File: src/rtl/tlb_pkg.sv
`timescale 1ns/1ps
package tlb_pkg;

    typedef enum logic [2:0] {
        INV_ALL     = 3'd0,
        INV_VM      = 3'd1,
        INV_ASID    = 3'd2,
        INV_VA      = 3'd3,
        INV_VA_ANY  = 3'd4,
        INV_VAL     = 3'd5,
        INV_VAL_ANY = 3'd6,
        INV_NONE    = 3'd7
    } inv_kind_e;

    localparam int MT_W = 3;
    localparam int CP_W = 2;
    localparam int PM_W = 3;

endpackage

File: src/rtl/tlb_entry_match.sv
`timescale 1ns/1ps
module tlb_entry_match
    import tlb_pkg::*;
#(
    parameter int VPN_W  = 20,
    parameter int ASID_W = 8,
    parameter int VMID_W = 8,
    parameter int SPAN_B = 4
) (
    input  logic              e_valid,
    input  logic [VPN_W-1:0]  e_vpn,
    input  logic [ASID_W-1:0] e_asid,
    input  logic [VMID_W-1:0] e_vmid,
    input  logic              e_global,
    input  logic              e_last,
    input  logic              e_contig,
    input  logic [VPN_W-1:0]  q_vpn,
    input  logic [ASID_W-1:0] q_asid,
    input  logic [VMID_W-1:0] q_vmid,
    input  logic              i_valid,
    input  logic [2:0]        i_cmd,
    input  logic [VPN_W-1:0]  i_vpn,
    input  logic [ASID_W-1:0] i_asid,
    input  logic [VMID_W-1:0] i_vmid,
    input  logic [VPN_W-1:0]  f_vpn,
    input  logic [ASID_W-1:0] f_asid,
    input  logic [VMID_W-1:0] f_vmid,
    input  logic              f_global,
    input  logic              f_contig,
    output logic              lk_match,
    output logic              inv_kill,
    output logic              fill_overlap
);

    localparam logic [VPN_W-1:0] COARSE = {{(VPN_W-SPAN_B){1'b1}}, {SPAN_B{1'b0}}};

    logic [VPN_W-1:0] e_mask;
    logic [VPN_W-1:0] f_mask;
    logic             va_inv;
    logic             asid_inv;
    logic             sel;

    always_comb begin
        e_mask   = e_contig ? COARSE : '1;
        f_mask   = (e_contig || f_contig) ? COARSE : '1;

        lk_match = e_valid && (e_vmid == q_vmid)
                && (e_global || (e_asid == q_asid))
                && (((e_vpn ^ q_vpn) & e_mask) == '0);

        va_inv   = ((e_vpn ^ i_vpn) & e_mask) == '0;
        asid_inv = e_global || (e_asid == i_asid);

        unique case (inv_kind_e'(i_cmd))
            INV_ALL:     sel = 1'b1;
            INV_VM:      sel = (e_vmid == i_vmid);
            INV_ASID:    sel = !e_global && (e_asid == i_asid);
            INV_VA:      sel = va_inv && asid_inv;
            INV_VA_ANY:  sel = va_inv;
            INV_VAL:     sel = va_inv && asid_inv && e_last;
            INV_VAL_ANY: sel = va_inv && e_last;
            default:     sel = 1'b0;
        endcase
        inv_kill = i_valid && e_valid && sel;

        fill_overlap = e_valid && (e_vmid == f_vmid)
                    && (e_global || f_global || (e_asid == f_asid))
                    && (((e_vpn ^ f_vpn) & f_mask) == '0);
    end

endmodule

File: src/rtl/tlb_victim_sel.sv
`timescale 1ns/1ps
module tlb_victim_sel #(
    parameter int N  = 8,
    parameter int IW = 3
) (
    input  logic [N-1:0]  slot_valid,
    input  logic [N-1:0]  slot_overlap,
    input  logic [IW-1:0] rr_ptr,
    output logic [IW-1:0] victim,
    output logic          use_rr
);

    logic [IW-1:0] ov_idx;
    logic [IW-1:0] free_idx;
    logic          ov_any;
    logic          free_any;

    always_comb begin
        ov_idx   = '0;
        free_idx = '0;
        ov_any   = 1'b0;
        free_any = 1'b0;
        for (int i = N - 1; i >= 0; i--) begin
            if (slot_overlap[i]) begin
                ov_idx = IW'(i);
                ov_any = 1'b1;
            end
            if (!slot_valid[i]) begin
                free_idx = IW'(i);
                free_any = 1'b1;
            end
        end
        if (ov_any) begin
            victim = ov_idx;
            use_rr = 1'b0;
        end else if (free_any) begin
            victim = free_idx;
            use_rr = 1'b0;
        end else begin
            victim = rr_ptr;
            use_rr = 1'b1;
        end
    end

endmodule

File: src/rtl/tagged_tlb.sv
`timescale 1ns/1ps
module tagged_tlb
    import tlb_pkg::*;
#(
    parameter int ENTRIES = 8,
    parameter int VPN_W   = 20,
    parameter int PPN_W   = 24,
    parameter int ASID_W  = 8,
    parameter int VMID_W  = 8,
    parameter int SPAN_B  = 4
) (
    input  logic              clk,
    input  logic              rst_n,
    input  logic              lu_valid,
    input  logic [VPN_W-1:0]  lu_vpn,
    input  logic [ASID_W-1:0] lu_asid,
    input  logic [VMID_W-1:0] lu_vmid,
    output logic              lu_hit,
    output logic [PPN_W-1:0]  lu_ppn,
    output logic [2:0]        lu_memtype,
    output logic [1:0]        lu_cache,
    output logic [2:0]        lu_perm,
    output logic              walk_req,
    input  logic              fl_valid,
    input  logic              fl_fault,
    input  logic [VPN_W-1:0]  fl_vpn,
    input  logic [PPN_W-1:0]  fl_ppn,
    input  logic [ASID_W-1:0] fl_asid,
    input  logic [VMID_W-1:0] fl_vmid,
    input  logic [2:0]        fl_memtype,
    input  logic [1:0]        fl_cache,
    input  logic [2:0]        fl_perm,
    input  logic              fl_global,
    input  logic              fl_last,
    input  logic              fl_contig,
    input  logic              inv_valid,
    input  logic [2:0]        inv_cmd,
    input  logic [VPN_W-1:0]  inv_vpn,
    input  logic [ASID_W-1:0] inv_asid,
    input  logic [VMID_W-1:0] inv_vmid
);

    localparam int IW = (ENTRIES > 1) ? $clog2(ENTRIES) : 1;
    localparam logic [IW-1:0] RR_LAST = IW'(ENTRIES - 1);

    typedef struct packed {
        logic [VPN_W-1:0]  vpn;
        logic [PPN_W-1:0]  ppn;
        logic [ASID_W-1:0] asid;
        logic [VMID_W-1:0] vmid;
        logic [MT_W-1:0]   mt;
        logic [CP_W-1:0]   cp;
        logic [PM_W-1:0]   pm;
        logic              glb;
        logic              last;
        logic              contig;
    } entry_t;

    typedef struct packed {
        logic [ENTRIES-1:0]         valid;
        entry_t [ENTRIES-1:0]       ent;
        logic [IW-1:0]              rr;
    } state_t;

    state_t st_d, st_q;

    logic [ENTRIES-1:0] match_vec;
    logic [ENTRIES-1:0] kill_vec;
    logic [ENTRIES-1:0] ovl_raw;
    logic [ENTRIES-1:0] ovl_vec;
    logic [ENTRIES-1:0] valid_eff;
    logic [ENTRIES-1:0] hit_vec;
    logic [ENTRIES-1:0] valid_q;
    logic [IW-1:0]      victim;
    logic               use_rr;
    logic               fill_ok;
    entry_t             rd_ent;
    entry_t             new_ent;

    generate
        for (genvar g = 0; g < ENTRIES; g++) begin : g_slot
            tlb_entry_match #(
                .VPN_W (VPN_W),
                .ASID_W(ASID_W),
                .VMID_W(VMID_W),
                .SPAN_B(SPAN_B)
            ) u_match (
                .e_valid     (st_q.valid[g]),
                .e_vpn       (st_q.ent[g].vpn),
                .e_asid      (st_q.ent[g].asid),
                .e_vmid      (st_q.ent[g].vmid),
                .e_global    (st_q.ent[g].glb),
                .e_last      (st_q.ent[g].last),
                .e_contig    (st_q.ent[g].contig),
                .q_vpn       (lu_vpn),
                .q_asid      (lu_asid),
                .q_vmid      (lu_vmid),
                .i_valid     (inv_valid),
                .i_cmd       (inv_cmd),
                .i_vpn       (inv_vpn),
                .i_asid      (inv_asid),
                .i_vmid      (inv_vmid),
                .f_vpn       (fl_vpn),
                .f_asid      (fl_asid),
                .f_vmid      (fl_vmid),
                .f_global    (fl_global),
                .f_contig    (fl_contig),
                .lk_match    (match_vec[g]),
                .inv_kill    (kill_vec[g]),
                .fill_overlap(ovl_raw[g])
            );
        end
    endgenerate

    // invalidation is applied before both the lookup and the fill
    assign valid_eff = st_q.valid & ~kill_vec;
    assign ovl_vec   = ovl_raw & ~kill_vec;
    assign hit_vec   = match_vec & ~kill_vec;
    assign valid_q   = st_q.valid;

    tlb_victim_sel #(
        .N (ENTRIES),
        .IW(IW)
    ) u_victim (
        .slot_valid  (valid_eff),
        .slot_overlap(ovl_vec),
        .rr_ptr      (st_q.rr),
        .victim      (victim),
        .use_rr      (use_rr)
    );

    // read side: one-hot AND-OR selection of the hitting entry
    always_comb begin
        rd_ent = '0;
        for (int i = 0; i < ENTRIES; i++) begin
            if (hit_vec[i]) begin
                rd_ent = rd_ent | st_q.ent[i];
            end
        end
        lu_hit     = lu_valid && (|hit_vec);
        walk_req   = lu_valid && !(|hit_vec);
        lu_ppn     = rd_ent.contig ? {rd_ent.ppn[PPN_W-1:SPAN_B], lu_vpn[SPAN_B-1:0]}
                                   : rd_ent.ppn;
        lu_memtype = rd_ent.mt;
        lu_cache   = rd_ent.cp;
        lu_perm    = rd_ent.pm;
    end

    // next-state computation
    always_comb begin
        fill_ok        = fl_valid && !fl_fault;
        new_ent.vpn    = fl_vpn;
        new_ent.ppn    = fl_ppn;
        new_ent.asid   = fl_asid;
        new_ent.vmid   = fl_vmid;
        new_ent.mt     = fl_memtype;
        new_ent.cp     = fl_cache;
        new_ent.pm     = fl_perm;
        new_ent.glb    = fl_global;
        new_ent.last   = fl_last;
        new_ent.contig = fl_contig;

        st_d       = st_q;
        st_d.valid = valid_eff;
        if (fill_ok) begin
            st_d.valid           = valid_eff & ~ovl_vec;
            st_d.valid[victim]   = 1'b1;
            st_d.ent[victim]     = new_ent;
            if (use_rr) begin
                st_d.rr = (st_q.rr == RR_LAST) ? '0 : st_q.rr + 1'b1;
            end
        end
    end

    always_ff @(posedge clk or negedge rst_n) begin
        if (!rst_n) begin
            st_q <= '0;
        end else begin
            st_q <= st_d;
        end
    end

endmodule

File: config.mk
export PLATFORM = sky130hd
export DESIGN_NAME = tagged_tlb
export DESIGN_NICKNAME = d
export VERILOG_FILES = /design/src/rtl/tlb_pkg.sv /design/src/rtl/tlb_entry_match.sv /design/src/rtl/tlb_victim_sel.sv /design/src/rtl/tagged_tlb.sv
export SDC_FILE = /design/constraint.sdc
export NUM_CORES = 2
export LEC_CHECK = 0
export ABC_AREA = 0
export BUFFER_PORTS_ARGS = -buffer_cell sky130_fd_sc_hd__buf_2
export CAP_MARGIN = 20
export CORE_MARGIN = 10
export CORE_UTILIZATION = 67
export CTS_CLUSTER_DIAMETER = 80
export DETAILED_ROUTE_END_ITERATION = 10
export PLACE_DENSITY = 0.86
export SLEW_MARGIN = 25
export SYNTH_ARGS = -nofsm -noshare
export SYNTH_HDL_FRONTEND = slang
export SYNTH_SLANG_ARGS = --single-unit
File: constraint.sdc
create_clock -name clk -period 9.05 [get_ports clk]
set_clock_uncertainty 0.2 [all_clocks]
set_input_delay 1.3575 -clock clk [delete_from_list [all_inputs] [get_ports clk]]
set_output_delay 1.3575 -clock clk [all_outputs]
set_load 0.01 [all_outputs]
Word level (Yosys, flattened, before mapping)
Index checks and enable logic that the tools add are counted.
{"block": "word_totals", "ff_bits": 579, "input_bits": 152, "output_inout_bits": 34, "wordCells": 456}
{"block": "op_classes", "add_sub_neg": 1, "magnitude_cmp": 2, "n_eq_ne": 55, "n_mux": 77, "n_bitwise": 62, "reduce_logical": 177}
{"operator": "579-bit 2-to-1 mux", "count": 1}
{"operator": "568-bit bitwise mux", "count": 1}
{"operator": "20-bit bitwise AND", "count": 24}
{"operator": "20-bit zero test", "count": 24}
{"operator": "20-bit XOR", "count": 24}
{"operator": "51-bit 2-to-1 mux", "count": 8}
{"operator": "8-bit equality test", "count": 48}
{"operator": "51-bit bitwise OR", "count": 7}
{"operator": "71-bit demux with 3-bit select", "count": 1}
{"operator": "1-bit logical AND", "count": 100}
{"operator": "71-bit 2-to-1 mux", "count": 1}
{"operator": "4-bit 2-to-1 mux", "count": 17}
{"operator": "3-bit 2-to-1 mux", "count": 20}
{"operator": "1-bit case mux with 7 select lines", "count": 8}
{"operator": "1-bit logical OR", "count": 40}
{"operator": "8-bit bitwise AND", "count": 4}
{"operator": "1-bit 2-to-1 mux", "count": 19}
{"operator": "8-bit inverter", "count": 2}
{"operator": "3-bit equality test, second input constant", "count": 4}
{"operator": "1-bit zero test", "count": 10}
{"operator": "8-bit bitwise OR", "count": 1}
{"operator": "8-bit OR reduction", "count": 1}
{"operator": "3-bit by 2-bit equality test with 1-bit output, second input constant", "count": 2}
{"operator": "3-bit by 4-bit less-than comparator with 1-bit output, second input constant", "count": 1}
{"operator": "6 further kinds", "count": 6}

Depth between registers and ports, before layout
{"block": "depth", "depth_word": 25, "mapped_depth": 15}

By module
A second synthesis with hierarchy kept.
{"block": "hier_totals", "cells_unflattened": 2820, "hier_area_um2": 33981.3}
{"mod": "tagged_tlb", "n_inst": 1, "cells_per_inst": 1477, "area_per_inst_um2": 23465.0, "seq_area_each_um2": 14488.9}
{"mod": "tlb_entry_match", "n_inst": 8, "cells_per_inst": 164, "area_per_inst_um2": 1292.5, "seq_area_each_um2": 0.0}
{"mod": "tlb_victim_sel", "n_inst": 1, "cells_per_inst": 31, "area_per_inst_um2": 176.4, "seq_area_each_um2": 0.0}

Least setup slack after synthesis
No wires, ideal clock.
{"block": "synth_timing", "path_kind": "input -> output", "start": "input lu_vmid[3]", "end": "output lu_ppn[0]", "arrival_time_ps": 4273, "t_required_ps": 7493, "slack_ps": 3220, "path_stages": 11, "n_path_buf": 2, "cell_sequence": "clkbuf_1 > xnor2_1 > nand4_1 > nor4_1 > nand4_1 > a2111oi_0 > a22o_1 > a221oi_1 > and3_1 > clkbuf_1 > mux2_1"}
{"block": "synth_between", "elab_chain_cells": 21, "elab_cells_between_ends": 49, "cone_classes": "eq/ne (8); mux (9); bitwise (8); reduce/logical (24)"}
{"item": "from (decl)", "line_no": "tagged_tlb.sv:17", "rtl": "input logic [VMID_W-1:0] lu_vmid,"}
{"item": "8-bit equality test", "line_no": "tlb_entry_match.sv:47", "rtl": "lk_match = e_valid && (e_vmid == q_vmid)"}
{"item": "1-bit logical AND", "line_no": "tlb_entry_match.sv:47"}
{"item": "1-bit logical AND", "line_no": "tlb_entry_match.sv:48", "rtl": "&& (e_global || (e_asid == q_asid))"}
{"item": "1-bit logical AND", "line_no": "tlb_entry_match.sv:49", "rtl": "&& (((e_vpn ^ q_vpn) & e_mask) == '0);"}
{"item": "8-bit bitwise AND *", "line_no": "tagged_tlb.sv:118", "rtl": "assign hit_vec = match_vec & ~kill_vec;"}
{"item": "51-bit 2-to-1 mux", "line_no": "tagged_tlb.sv:136", "rtl": "if (hit_vec[i]) begin"}
{"item": "51-bit bitwise OR", "line_no": "tagged_tlb.sv:137", "rtl": "rd_ent = rd_ent | st_q.ent[i];"}
{"item": "51-bit 2-to-1 mux", "line_no": "tagged_tlb.sv:136"}
{"item": "(+5 left out)"}
{"item": "51-bit 2-to-1 mux", "line_no": "tagged_tlb.sv:136"}
{"item": "51-bit bitwise OR", "line_no": "tagged_tlb.sv:137"}
{"item": "51-bit 2-to-1 mux", "line_no": "tagged_tlb.sv:136"}
{"item": "51-bit bitwise OR", "line_no": "tagged_tlb.sv:137"}
{"item": "51-bit 2-to-1 mux", "line_no": "tagged_tlb.sv:136"}
{"item": "51-bit bitwise OR", "line_no": "tagged_tlb.sv:137"}
{"item": "51-bit 2-to-1 mux *", "line_no": "tagged_tlb.sv:136"}
{"item": "4-bit 2-to-1 mux *", "line_no": "tagged_tlb.sv:142", "rtl": "lu_ppn = rd_ent.contig ? {rd_ent.ppn[PPN_W-1:SPAN_B], lu_vpn[SPAN_B-1:0]}"}
{"item": "to (decl)", "line_no": "tagged_tlb.sv:19", "rtl": "output logic [PPN_W-1:0] lu_ppn,"}
Mark *: on every way between the ends. The rest lies on a longest branch, timed or not.

Final worst setup path
{"block": "layout_timing", "start": "input inv_vpn[6]", "end": "output lu_ppn[0]"}
{"block": "layout_between", "elab_chain_cells": 25, "elab_cells_between_ends": 82, "cone_classes": "mux (17); bitwise (25); reduce/logical (40)"}
{"item": "from (decl)", "line_no": "tagged_tlb.sv:38", "rtl": "input logic [VPN_W-1:0] inv_vpn,"}
{"item": "20-bit XOR", "line_no": "tlb_entry_match.sv:51", "rtl": "va_inv = ((e_vpn ^ i_vpn) & e_mask) == '0;"}
{"item": "20-bit bitwise AND", "line_no": "tlb_entry_match.sv:51"}
{"item": "20-bit zero test", "line_no": "tlb_entry_match.sv:51"}
{"item": "1-bit logical AND", "line_no": "tlb_entry_match.sv:58, tlb_entry_match.sv:60"}
{"item": "1-bit logical AND", "line_no": "tlb_entry_match.sv:60", "rtl": "INV_VAL: sel = va_inv && asid_inv && e_last;"}
{"item": "1-bit case mux with 7 select lines", "line_no": "tlb_entry_match.sv:54", "rtl": "unique case (inv_kind_e'(i_cmd))"}
{"item": "1-bit logical AND", "line_no": "tlb_entry_match.sv:64", "rtl": "inv_kill = i_valid && e_valid && sel;"}
{"item": "8-bit inverter *", "line_no": "tagged_tlb.sv:118"}
{"item": "(+9 left out)"}
{"item": "51-bit 2-to-1 mux", "line_no": "tagged_tlb.sv:136"}
{"item": "51-bit bitwise OR", "line_no": "tagged_tlb.sv:137"}
{"item": "51-bit 2-to-1 mux", "line_no": "tagged_tlb.sv:136"}
{"item": "51-bit bitwise OR", "line_no": "tagged_tlb.sv:137"}
{"item": "51-bit 2-to-1 mux", "line_no": "tagged_tlb.sv:136"}
{"item": "51-bit bitwise OR", "line_no": "tagged_tlb.sv:137"}
{"item": "51-bit 2-to-1 mux *", "line_no": "tagged_tlb.sv:136"}
{"item": "4-bit 2-to-1 mux *", "line_no": "tagged_tlb.sv:142"}
Marked as above.

==> results by group <==
Placed design
  • IO Port Bufs: 185
  • RePlAce Congestion: 1.084
  • Placed insts: 3,589
  • Final HPWL DP: 80,590 um
  • Setup WS pre-CTS: 2.235 ns
  • DP Area: 35,400 um2

Route
  • Post-route ant nets: 0
  • Number of vias per cell: 6.926
  • Initial drt markers: 2,823
  • Drt wl/cell: 31.93 um
  • Routed via count: 25,650
  • DRC viols: 0
  • WL final: 118,200 um
  • DRT Pass-1 Iters: 6

Clock network
  • Worst-case clock buffer depth: 3
  • CTS tree: built
  • Hold_buf cts: 0
  • # Post-CTS Setup Buffers: 0
  • Skew-Pair Late Insertion Delay: 0.66 ns
  • Worst-path clk slew: 0.06 ns
  • Total clock sinks: 579
  • Post-CTS sizing: 0
  • Inserted Clock Buffers: 58
  • H-Tree Level Count: 2
  • Clock Tree Root: clkbuf_16

Layout
  • Total Nets Final: 3,124
  • Final cell count without fillers: 3,703
  • Util after Layout: 0.7320
  • Area of the multi-input gates: 18,900 um2
  • FF/Latch Area: 14,490 um2
  • Most frequent cells in the layout: dfrtp_1 (579), xor2_1 (458), xnor2_1 (406), mux2_1 (353), buf_2 (184)
  • Layout cells sized above 1: 0.1855
  • Most common cell after layout, fill and taps aside: dfrtp_1
  • Area grow syn2layout: 8.623%
  • # fillers: 3,452
  • Final instance area: 37,400 um2

Yosys
  • Syn_nets: 3,096
  • Ys Warns: 0
  • EDFF count, synth: 0
  • Synth top area share: 0.4208
  • Sequential fraction of the synthesis area: 0.4208
  • Synth top area cells: dfrtp_1 (42%), xor2_1 (12%), mux2_1 (12%)
  • Async S/R FF share, synth: 1.000
  • Top_reg_cell synth: dfrtp_1
  • Post-Syn Instances: 2,942
  • Syn_area_per_cell: 11.70 um2
  • Cell accounting for the most synthesized area: dfrtp_1
  • #FFs+latches synth: 579
  • Synthesized area: 34,430 um2
  • Unique masters post-synth: 69

Floorplanning
  • Die X: 246.7 um
  • Row count: 83
  • Core area: 51,090 um2
  • Initial cell density of the core: 0.6739
  • I/O pins: 186
  • Die area: 60,860 um2
  • Chip height: 246.7 um

Global route
  • Vias in the first global route: 26,500
  • Gr ovfl total: 0
  • First-pass GRT wire length: 175,300 um
  • Largest net degree at the start of global routing: 171
  • GRT Total Usage: 0.3851
  • Antenna violations before repair: 8

Setup path
  • CP dominant cell by count: buf_2
  • Req. time, crit path: 7.49 ns
  • Critical Path Sink Type: output port
  • R2R setup slack: 3.36 ns
  • Slowest stage delay, CP: 0.51 ns
  • Type of element launching the critical path: primary input
  • CP Cell Sequence: buf_2 -> xor2_1 -> nor4_1 -> nand4_1 -> a2111oi_2 -> nor2_1 -> o21ai_1 -> nor4_2 -> buf_4 -> a221oi_1 -> and3_1 -> mux2_1 -> buf_2
  • Setup CP Type: in2out
  • Worst path arrival time: 5.35 ns
  • Slowest CP cell: a2111oi_2
  • Crit-path max FO: 34

STA
  • Setup ws final: 2.139 ns
  • Minimum clock period: 6.911 ns
  • Worst Max-Slew Pin Slew: 1.144 ns
  • RSZ-0062 raised after global routing: false
  • Slew Viols, Final: 0
  • Slew HR: 0.2305
  • Final Setup Violations: 0
  • Final hold viol count: 0
  • Fmax: 144.7 MHz
  • Final setup TNS: 0 ns
  • Final worst path period share: 0.7636

Outcome
  • Outcome: finished clean

Power
  • Pwr Density: 267.2 nW/um2
  • Worst vdd ir: 0.2260 mV
  • P_leak: 16.76 nW

Worst hold path
  • Hold Path Class: reg2reg

Run
  • Max_cap viols: 0
==> metal layers <==
| layer | global-route usage | routed length [um] | up-vias |
|---|---|---|---|
| li1 | - | - | 10510 |
| met1 | 0.4967 | 45080 | 13110 |
| met2 | 0.6113 | 54530 | 1593 |
| met3 | 0.07639 | 11760 | 433 |
| met4 | 0.1972 | 6830 | 4 |
| met5 | 0 | 26 | - |
==> metrics by stage <==
step,hold WS (ns),power [mW]
3_3_place_gp,0.2668,7.247
5_1_grt,0.3078,10.38
2_1_floorplan,0.2581,6.393
6_report,0.2856,9.994
4_1_cts,0.2876,9.919
3_5_place_dp,0.2756,7.437
==> report_power, final <==
part           total, mW  switching (mW)  internal (mW)
combinational       2.85            1.32           1.53
clock               2.45            1.08           1.37
sequential          4.70            1.25           3.45
==> synth_stat cells (7+ instances only) <==
master / number
dfrtp_1: 579
xor2_1: 458
xnor2_1: 406
mux2_1: 353
mux2_2: 153
clkbuf_1: 135
nor4_1: 128
nand4_1: 103
buf_2: 83
mux2_4: 69
a22oi_1: 66
nand3_1: 61
a221oi_1: 37
a22o_1: 33
nor2_1: 28
nand2_1: 21
a21oi_1: 20
nor3_1: 20
o21ai_0: 20
nand2b_1: 12
buf_6: 11
buf_4: 10
o211ai_1: 9
a41oi_1: 8
a31oi_1: 7
==> cell type report <==
| type | count | area share |
|---|---|---|
| Inverter | 6 | 0.0006022 |
| Multi-Input combinational cell | 2113 | 0.5054 |
| Sequential cell | 579 | 0.3874 |
| Antenna cell | 10 | 0.0006691 |
| Tap cell | 680 | 0.02275 |
| Clock inverter | 18 | 0.005754 |
| Clock buffer | 85 | 0.04580 |
| Timing Repair Buffer | 212 | 0.03165 |
==> final timing paths <==
path,start,end,cells past startpoint
setup / recovery,inv_vpn[6],lu_ppn[0],13
hold / removal,register,register,1
setup reg to reg,register,register,12
hold reg to reg,register,register,1
max in group asynchronous,rst_n,asynchronous set/reset pin,3
min in group asynchronous,rst_n,asynchronous set/reset pin,1
==> critical path, delay by kind of cell <==
family	cells	cell delay [ns]
and+or+nand+nor	5	1.46
AOI/OAI and AO/OA	3	1.21
buffers and inverters	3	0.70
muxes	1	0.39
xor gates and xnor gates	1	0.20
==> cell families (layout without fill, tap and decap cells) <==
family | Yosys count | after routing | share of synthesized area
XOR/XNOR | 864 | 864 | 0.2198
AND/OR/NAND/NOR | 411 | 411 | 0.07054
buffers and inverters | 250 | 321 | 0.03376
flip-flops | 579 | 579 | 0.4208
multiplexers | 575 | 575 | 0.1956
other | 0 | 10 | 0
adder cells (fa/ha/maj) | 4 | 4 | 0.001308
AO/OA/AOI/OAI | 259 | 259 | 0.05822
Power figures use the tool's default switching activity.
